===== src/rtl/tbank_pkg.sv =====
package tbank_pkg;

  typedef enum logic [2:0] {
    SEL_NONE, SEL_CFG, SEL_TAG, SEL_SRC, SEL_DST, SEL_GAP, SEL_POS, SEL_CTL
  } sel_e;

  typedef struct packed {
    logic       cfgWe;
    logic       tagWe;
    logic       srcWe;
    logic       dstWe;
    logic       gapWe;
    logic       posWe;
    logic [7:0] wrIdx;
    logic       rdEn;
    sel_e       rdSel;
    logic [7:0] rdIdx;
  } strobe_t;

endpackage


===== src/rtl/tbank_ctrl.sv =====
module tbank_ctrl
  import tbank_pkg::*;
#(
  parameter int NUM_CFG = 4,
  parameter int ADDR_W  = 8
) (
  input  logic              clk,
  input  logic              rstN,
  input  logic              busWrEn,
  input  logic              busRdEn,
  input  logic              busPriv,
  input  logic [ADDR_W-1:0] busAddr,
  input  logic [1:0]        ctlBits,
  input  logic              tagsOk,
  input  logic              gapOk,
  output strobe_t           strobe,
  output logic              violation,
  output logic              startPulse
);
  localparam int TAG_BASE = NUM_CFG;
  localparam int SRC_ADDR = 2 * NUM_CFG;
  localparam int DST_ADDR = SRC_ADDR + 1;
  localparam int GAP_ADDR = SRC_ADDR + 2;
  localparam int POS_ADDR = SRC_ADDR + 3;
  localparam int CTL_ADDR = SRC_ADDR + 4;

  sel_e       cls;
  logic [7:0] idx;
  logic       isSecure;
  logic       ctlWr;
  logic       clrReq;
  logic       goReq;

  always_comb begin
    int a;
    a   = int'(busAddr);
    cls = SEL_NONE;
    idx = '0;
    if (a < TAG_BASE) begin
      cls = SEL_CFG;
      idx = 8'(a);
    end else if (a < SRC_ADDR) begin
      cls = SEL_TAG;
      idx = 8'(a - TAG_BASE);
    end else if (a == SRC_ADDR) cls = SEL_SRC;
    else if (a == DST_ADDR) cls = SEL_DST;
    else if (a == GAP_ADDR) cls = SEL_GAP;
    else if (a == POS_ADDR) cls = SEL_POS;
    else if (a == CTL_ADDR) cls = SEL_CTL;
  end

  assign isSecure = (cls == SEL_TAG) || (cls == SEL_SRC) || (cls == SEL_DST) ||
                    (cls == SEL_GAP) || (cls == SEL_POS);

  always_comb begin
    strobe       = '0;
    strobe.wrIdx = idx;
    strobe.rdIdx = idx;
    strobe.cfgWe = busWrEn && (cls == SEL_CFG);
    strobe.tagWe = busWrEn && busPriv && (cls == SEL_TAG);
    strobe.srcWe = busWrEn && busPriv && (cls == SEL_SRC);
    strobe.dstWe = busWrEn && busPriv && (cls == SEL_DST);
    strobe.gapWe = busWrEn && busPriv && (cls == SEL_GAP);
    strobe.posWe = busWrEn && busPriv && (cls == SEL_POS);
    strobe.rdEn  = busRdEn;
    strobe.rdSel = (isSecure && !busPriv) ? SEL_NONE : cls;
  end

  assign ctlWr  = busWrEn && (cls == SEL_CTL);
  assign clrReq = ctlWr && busPriv && ctlBits[1];
  assign goReq  = ctlWr && ctlBits[0] && !ctlBits[1];

  always_ff @(posedge clk) begin
    if (!rstN) begin
      violation  <= 1'b0;
      startPulse <= 1'b0;
    end else begin
      startPulse <= goReq && !violation && tagsOk && gapOk;
      if (clrReq)
        violation <= 1'b0;
      else if (goReq && !violation && !(tagsOk && gapOk))
        violation <= 1'b1;
    end
  end

endmodule


===== src/rtl/tbank_dp.sv =====
module tbank_dp
  import tbank_pkg::*;
#(
  parameter int NUM_CFG = 4,
  parameter int WORD_W  = 32
) (
  input  logic                      clk,
  input  logic                      rstN,
  input  strobe_t                   strobe,
  input  logic [WORD_W-1:0]         wrData,
  input  logic                      violation,
  output logic                      tagsOk,
  output logic                      gapOk,
  output logic [WORD_W-1:0]         rdData,
  output logic [NUM_CFG*WORD_W-1:0] cfgFlat,
  output logic [WORD_W-1:0]         srcTag,
  output logic [WORD_W-1:0]         dstTag,
  output logic [WORD_W-1:0]         tagGap,
  output logic [WORD_W-1:0]         firstTagPos
);
  logic [WORD_W-1:0]  cfgReg [NUM_CFG];
  logic [WORD_W-1:0]  tagReg [NUM_CFG];
  logic [NUM_CFG-1:0] match;
  logic [WORD_W-1:0]  rdNext;

  for (genvar i = 0; i < NUM_CFG; i++) begin : g_slot
    always_ff @(posedge clk) begin
      if (!rstN) begin
        cfgReg[i] <= '0;
        tagReg[i] <= '0;
      end else begin
        if (strobe.cfgWe && strobe.wrIdx == 8'(i)) cfgReg[i] <= wrData;
        if (strobe.tagWe && strobe.wrIdx == 8'(i)) tagReg[i] <= wrData;
      end
    end
    assign match[i] = (tagReg[i] == srcTag);
    assign cfgFlat[i*WORD_W +: WORD_W] = cfgReg[i];
  end

  always_ff @(posedge clk) begin
    if (!rstN) begin
      srcTag      <= '0;
      dstTag      <= '0;
      tagGap      <= WORD_W'(1);
      firstTagPos <= '0;
    end else begin
      if (strobe.srcWe) srcTag      <= wrData;
      if (strobe.dstWe) dstTag      <= wrData;
      if (strobe.gapWe) tagGap      <= wrData;
      if (strobe.posWe) firstTagPos <= wrData;
    end
  end

  assign tagsOk = &match;
  assign gapOk  = (tagGap != '0);

  always_comb begin
    rdNext = '0;
    unique case (strobe.rdSel)
      SEL_CFG: for (int i = 0; i < NUM_CFG; i++)
                 if (strobe.rdIdx == 8'(i)) rdNext = cfgReg[i];
      SEL_TAG: for (int i = 0; i < NUM_CFG; i++)
                 if (strobe.rdIdx == 8'(i)) rdNext = tagReg[i];
      SEL_SRC: rdNext = srcTag;
      SEL_DST: rdNext = dstTag;
      SEL_GAP: rdNext = tagGap;
      SEL_POS: rdNext = firstTagPos;
      SEL_CTL: rdNext = WORD_W'(violation);
      default: rdNext = '0;
    endcase
  end

  always_ff @(posedge clk) begin
    if (!rstN)            rdData <= '0;
    else if (strobe.rdEn) rdData <= rdNext;
  end

endmodule


===== src/rtl/tagged_cfg_bank.sv =====
module tagged_cfg_bank
  import tbank_pkg::*;
#(
  parameter int NUM_CFG = 4,
  parameter int WORD_W  = 32,
  parameter int ADDR_W  = 8
) (
  input  logic                      clk,
  input  logic                      rstN,
  input  logic                      busWrEn,
  input  logic                      busRdEn,
  input  logic                      busPriv,
  input  logic [ADDR_W-1:0]         busAddr,
  input  logic [WORD_W-1:0]         busWrData,
  output logic [WORD_W-1:0]         busRdData,
  output logic [NUM_CFG*WORD_W-1:0] accCfg,
  output logic                      accStart,
  output logic                      abortIrq,
  output logic [WORD_W-1:0]         srcTag,
  output logic [WORD_W-1:0]         dstTag,
  output logic [WORD_W-1:0]         tagGap,
  output logic [WORD_W-1:0]         firstTagPos
);
  strobe_t strobe;
  logic    tagsOk;
  logic    gapOk;
  logic    violation;

  tbank_ctrl #(.NUM_CFG(NUM_CFG), .ADDR_W(ADDR_W)) u_ctrl (
    .clk(clk), .rstN(rstN), .busWrEn(busWrEn), .busRdEn(busRdEn),
    .busPriv(busPriv), .busAddr(busAddr), .ctlBits(busWrData[1:0]),
    .tagsOk(tagsOk), .gapOk(gapOk), .strobe(strobe),
    .violation(violation), .startPulse(accStart)
  );

  tbank_dp #(.NUM_CFG(NUM_CFG), .WORD_W(WORD_W)) u_dp (
    .clk(clk), .rstN(rstN), .strobe(strobe), .wrData(busWrData),
    .violation(violation), .tagsOk(tagsOk), .gapOk(gapOk),
    .rdData(busRdData), .cfgFlat(accCfg), .srcTag(srcTag),
    .dstTag(dstTag), .tagGap(tagGap), .firstTagPos(firstTagPos)
  );

  assign abortIrq = violation;

endmodule


===== config.mk =====
export PLATFORM = sky130hd
export DESIGN_NAME = tagged_cfg_bank
export DESIGN_NICKNAME = d
export VERILOG_FILES = /design/src/rtl/tbank_pkg.sv /design/src/rtl/tbank_ctrl.sv /design/src/rtl/tbank_dp.sv /design/src/rtl/tagged_cfg_bank.sv
export SDC_FILE = /design/constraint.sdc
export NUM_CORES = 1
export LEC_CHECK = 0
export BUFFER_PORTS_ARGS = -buffer_cell sky130_fd_sc_hd__clkbuf_2
export CORE_ASPECT_RATIO = 1.25
export CORE_MARGIN = 4
export CORE_UTILIZATION = 51
export CTS_CLUSTER_SIZE = 20
export DETAILED_ROUTE_END_ITERATION = 10
export MAX_ROUTING_LAYER = met4
export PLACE_DENSITY_LB_ADDON = 0.15
export REMOVE_ABC_BUFFERS = 1
export SYNTH_ARGS = -nofsm -noshare
export SYNTH_HDL_FRONTEND = slang
export SYNTH_SLANG_ARGS = --single-unit

===== constraint.sdc =====
create_clock -name clk -period 6.1 [get_ports clk]
set_input_delay 0.305 -clock clk [delete_from_list [all_inputs] [get_ports clk]]
set_output_delay 0.305 -clock clk [all_outputs]
set_load 0.02 [all_outputs]

==> results.tsv <==
stage	metric	value	unit
status	outcome	finished clean	
placed_design	Placer Congestion	0.911	
clock_tree	clk buf depth	3	
clock_tree	CTS buffer count	43	
clock_tree	Clock Latency Late Sink	0.56	ns
clock_tree	Clk pin slew, worst setup/hold paths	0.06	ns
synth	Warnings, synthesis	0	
global_route	GRT overflow	0	
critical_path	Arr. time, crit path	4.30	ns
critical_path	kind of critical path	primary input to register	
global_route	first-pass GRT wire length	111000	µm
timing	worst hold slack	0.119	ns
timing	Max transition margin	17.0	%
cells_and_area	Post-Layout Cell Count	2783	
cells_and_area	final core occ	60.6	%
floorplan	initial core utilization	51.9	%
pwr	Worst VDD drop	0.219	mV
synth	Post-synth ARST share	0	%
floorplan	I/O pin count	335	
critical_path	startpoint types	primary input	
timing	setup TNS	0	ns
critical_path	CP Data Required Time	6.57	ns
synth	EDFF count, synth	256	
hold_path	Hold Path Origin	busWrData[5]	
cells_and_area	flip-flop and latch area	10900	µm²
clock_tree	post-cts hold buffer count	0	
hold_path	HP Class	primary input to register	
timing	fmax	0.262	GHz
cells_and_area	Multi-input gate area	8910	µm²
cells_and_area	share of cells above drive strength 1	21.4	%
critical_path	critical-path cell list	clkbuf_2, ha_1, or4b_4, a21oi_4, and2_1, and3_1, buf_4, nand2_1, a21boi_0	
routing	drt total wl	75700	µm
clock_tree	CTS sink count	418	
synth	Avg Cell Area, Syn	10.1	µm²
timing	Worst Skew	0.0133	ns
critical_path	CP peak stage delay	0.89	ns
placed_design	Port Buf Inserts	334	
routing	Vias/cell	6.37	
floorplan	die height	232	µm
clock_tree	CTS tree	yes	
synth	Top FF cell, synth	edfxtp_1	
synth	Synth top area share	37.6	%
floorplan	# rows	81	
timing	worst slew pin tran	1.24	ns
synth	Distinct cells, synth	60	
synth	mapped cell area	20400	µm²
cells_and_area	fillers	3322	
routing	wire per inst	27.2	µm
cells_and_area	Final #Nets	2299	
pwr	pwr/cell area	265	nW/µm²
floorplan	Die ar.	43300	µm²
routing	DR pass1 iterations	6	
timing	Slew Limit Fails	0	
timing	unrepaired setup endpoints after global routing	no	
pwr	Lkg Pwr	0.00867	µW
critical_path	CP startpoint	busAddr[3]	
critical_path	worst-path maximum fanout	19	
placed_design	number of placed cells counting well taps	2704	
global_route	pin count of the biggest net entering global routing	155	
timing	Setup violations, final	0	
clock_tree	clk root buf	clkbuf_16	
timing	final worst path period need	3.82	ns
critical_path	critical path's slowest cell	and2_1	
routing	DRC	0	
cells_and_area	number of diodes	0	
synth	Yosys top cell by area	edfxtp_1	
timing	part of the cycle the worst path needs	62.7	%
run	max_cap viols	0	
synth	register area share after synthesis	53.5	%
clock_tree	CTS HTree Levels	2	
cells_and_area	Area Overhead vs Synth	16.7	%
synth	Area contributors post-synth	edfxtp_1, dfxtp_1, and2_1	
routing	vias	17700	
clock_tree	# resized after CTS	0	
floorplan	core footprint	39300	µm²
global_route	GRT Overall Usage	34.6	%
routing	initial DRC count	1950	
critical_path	Critical Path End Type	register	
clock_tree	Post-CTS Setup Inserts	0	
timing	final hold vios	0	
routing	Final ANT Viol Nets	0	
synth	Cells after Synth	2024	
synth	post-synthesis register bit count	418	
global_route	vias in the first global route	17300	
global_route	initial antenna violation count	0	
placed_design	Final HPWL DP	47500	µm
floorplan	Die Wd	187	µm
critical_path	Worst R2R Start	u_dp.tagReg[1][23]	
-- cell type report --
| cell class | count | share of cell area (%) |
|---|---|---|
| inverter | 4 | 0.0630 |
| timing repair buffer | 365 | 8.09 |
| multi-input combinational | 1419 | 37.4 |
| clock inverter | 15 | 0.719 |
| sequential | 418 | 45.9 |
| tap | 498 | 2.61 |
| clock buffer | 64 | 5.28 |
-- sequential cells by signal, summed over array words and instances (netlist names) --
signal             flops
u_dp.cfgReg          128
u_dp.srcTag           32
u_ctrl.violation       1
u_dp.dstTag           32
u_dp.firstTagPos      32
u_dp.tagReg          128
u_ctrl.startPulse      1
u_dp.tagGap           32
u_dp.rdData           32
-- synth_stat cells (all sizes together), types with 3 or more instances --
cell     instances
a211o            7
a211oi           4
a21boi         127
a21oi          142
a221oi          33
a22o            10
a31oi           28
a32oi            5
a41oi            6
and2           266
and3            25
and4             4
buf             37
clkbuf         146
dfxtp          162
edfxtp         256
ha               3
inv              4
mux2            26
mux2i           35
nand2          334
nand3           20
nand4           14
nor2            23
nor2b           33
nor3            26
nor3b            3
nor4            18
o2111ai          3
o211ai          28
o21ai           45
o22ai           10
o2bb2ai         63
or3             11
xnor2           39
xor2             8
-- layer usage --
layer / global-route usage, % / wire length, µm / vias to the layer above
met1: 43.9 / 29300 / 8695
met5: - / 0 / -
met4: 13.7 / 3040 / 0
met2: 55.8 / 35800 / 1119
met3: 6.11 / 7480 / 198
li1: - / - / 7721
-- critical path, delay by kind of cell --
kind / cells / cell delay (ns)
simple gates: 4 / 2.41
fa+ha+maj: 1 / 0.39
compound gates: 2 / 0.49
buf+inv: 2 / 0.67
-- placed cells by master, fill, tap and decap left out, types with 6 or more instances in the layout --
| master | n |
|---|---|
| a221oi_1 | 33 |
| nor3_1 | 24 |
| buf_4 | 32 |
| nor2_1 | 17 |
| o211ai_1 | 28 |
| nand2_1 | 331 |
| edfxtp_1 | 256 |
| nor2b_1 | 33 |
| mux2i_1 | 35 |
| dfxtp_1 | 162 |
| nor4_1 | 17 |
| o21ai_4 | 8 |
| xor2_1 | 8 |
| xnor2_1 | 39 |
| a21oi_1 | 141 |
| a211o_1 | 6 |
| clkbuf_2 | 331 |
| a21boi_1 | 97 |
| o2bb2ai_1 | 63 |
| clkinv_2 | 8 |
| or3_1 | 11 |
| a21boi_0 | 30 |
| mux2_2 | 26 |
| clkbuf_8 | 6 |
| o22ai_1 | 9 |
| a31oi_1 | 28 |
| and2_1 | 264 |
| and3_1 | 24 |
| o21ai_0 | 6 |
| clkbuf_1 | 13 |
| nor2_4 | 6 |
| nand4_1 | 14 |
| a41oi_1 | 6 |
| o21ai_1 | 30 |
| clkbuf_16 | 45 |
| a22o_1 | 10 |
| nand3_1 | 19 |
-- path summary, 6_finish.rpt --
check,endpoint,slack (ns),depth (start not counted)
max,u_dp.dstTag[1],2.28,9
min,u_dp.dstTag[5],0.12,3
max reg2reg,u_ctrl.startPulse,3.54,5
min reg2reg,u_dp.dstTag[5],0.47,2
-- kinds of logic (layout without fill, tap and decap cells) --
family / count (synthesis) / count (layout) / share of synthesized area [%]
xor gates and xnor gates: 47 / 47 / 2.02
and+or+nand+nor: 786 / 786 / 19.7
DFF: 418 / 418 / 53.5
adders and majority gates: 3 / 3 / 0.184
AOI/OAI and AO/OA: 522 / 522 / 17.7
buffers and inverters: 187 / 448 / 3.75
muxes: 61 / 61 / 3.15
-- power breakdown --
group          internal [µW]  switching [µW]
sequential              3080            62.9
clock                   1590            1110
combinational            142             321
-- through the flow --
step                area, µm²  total power (µW)  worst slack (ns)
finish                  23800              6310              2.28
global route            23800              6470              2.29
CTS                     23800              6310              2.47
detailed placement      22400              3660              1.95
global placement        22400              3650              2.01
floorplan               19700              3410              1.06
(Power assumes the default switching activity.)
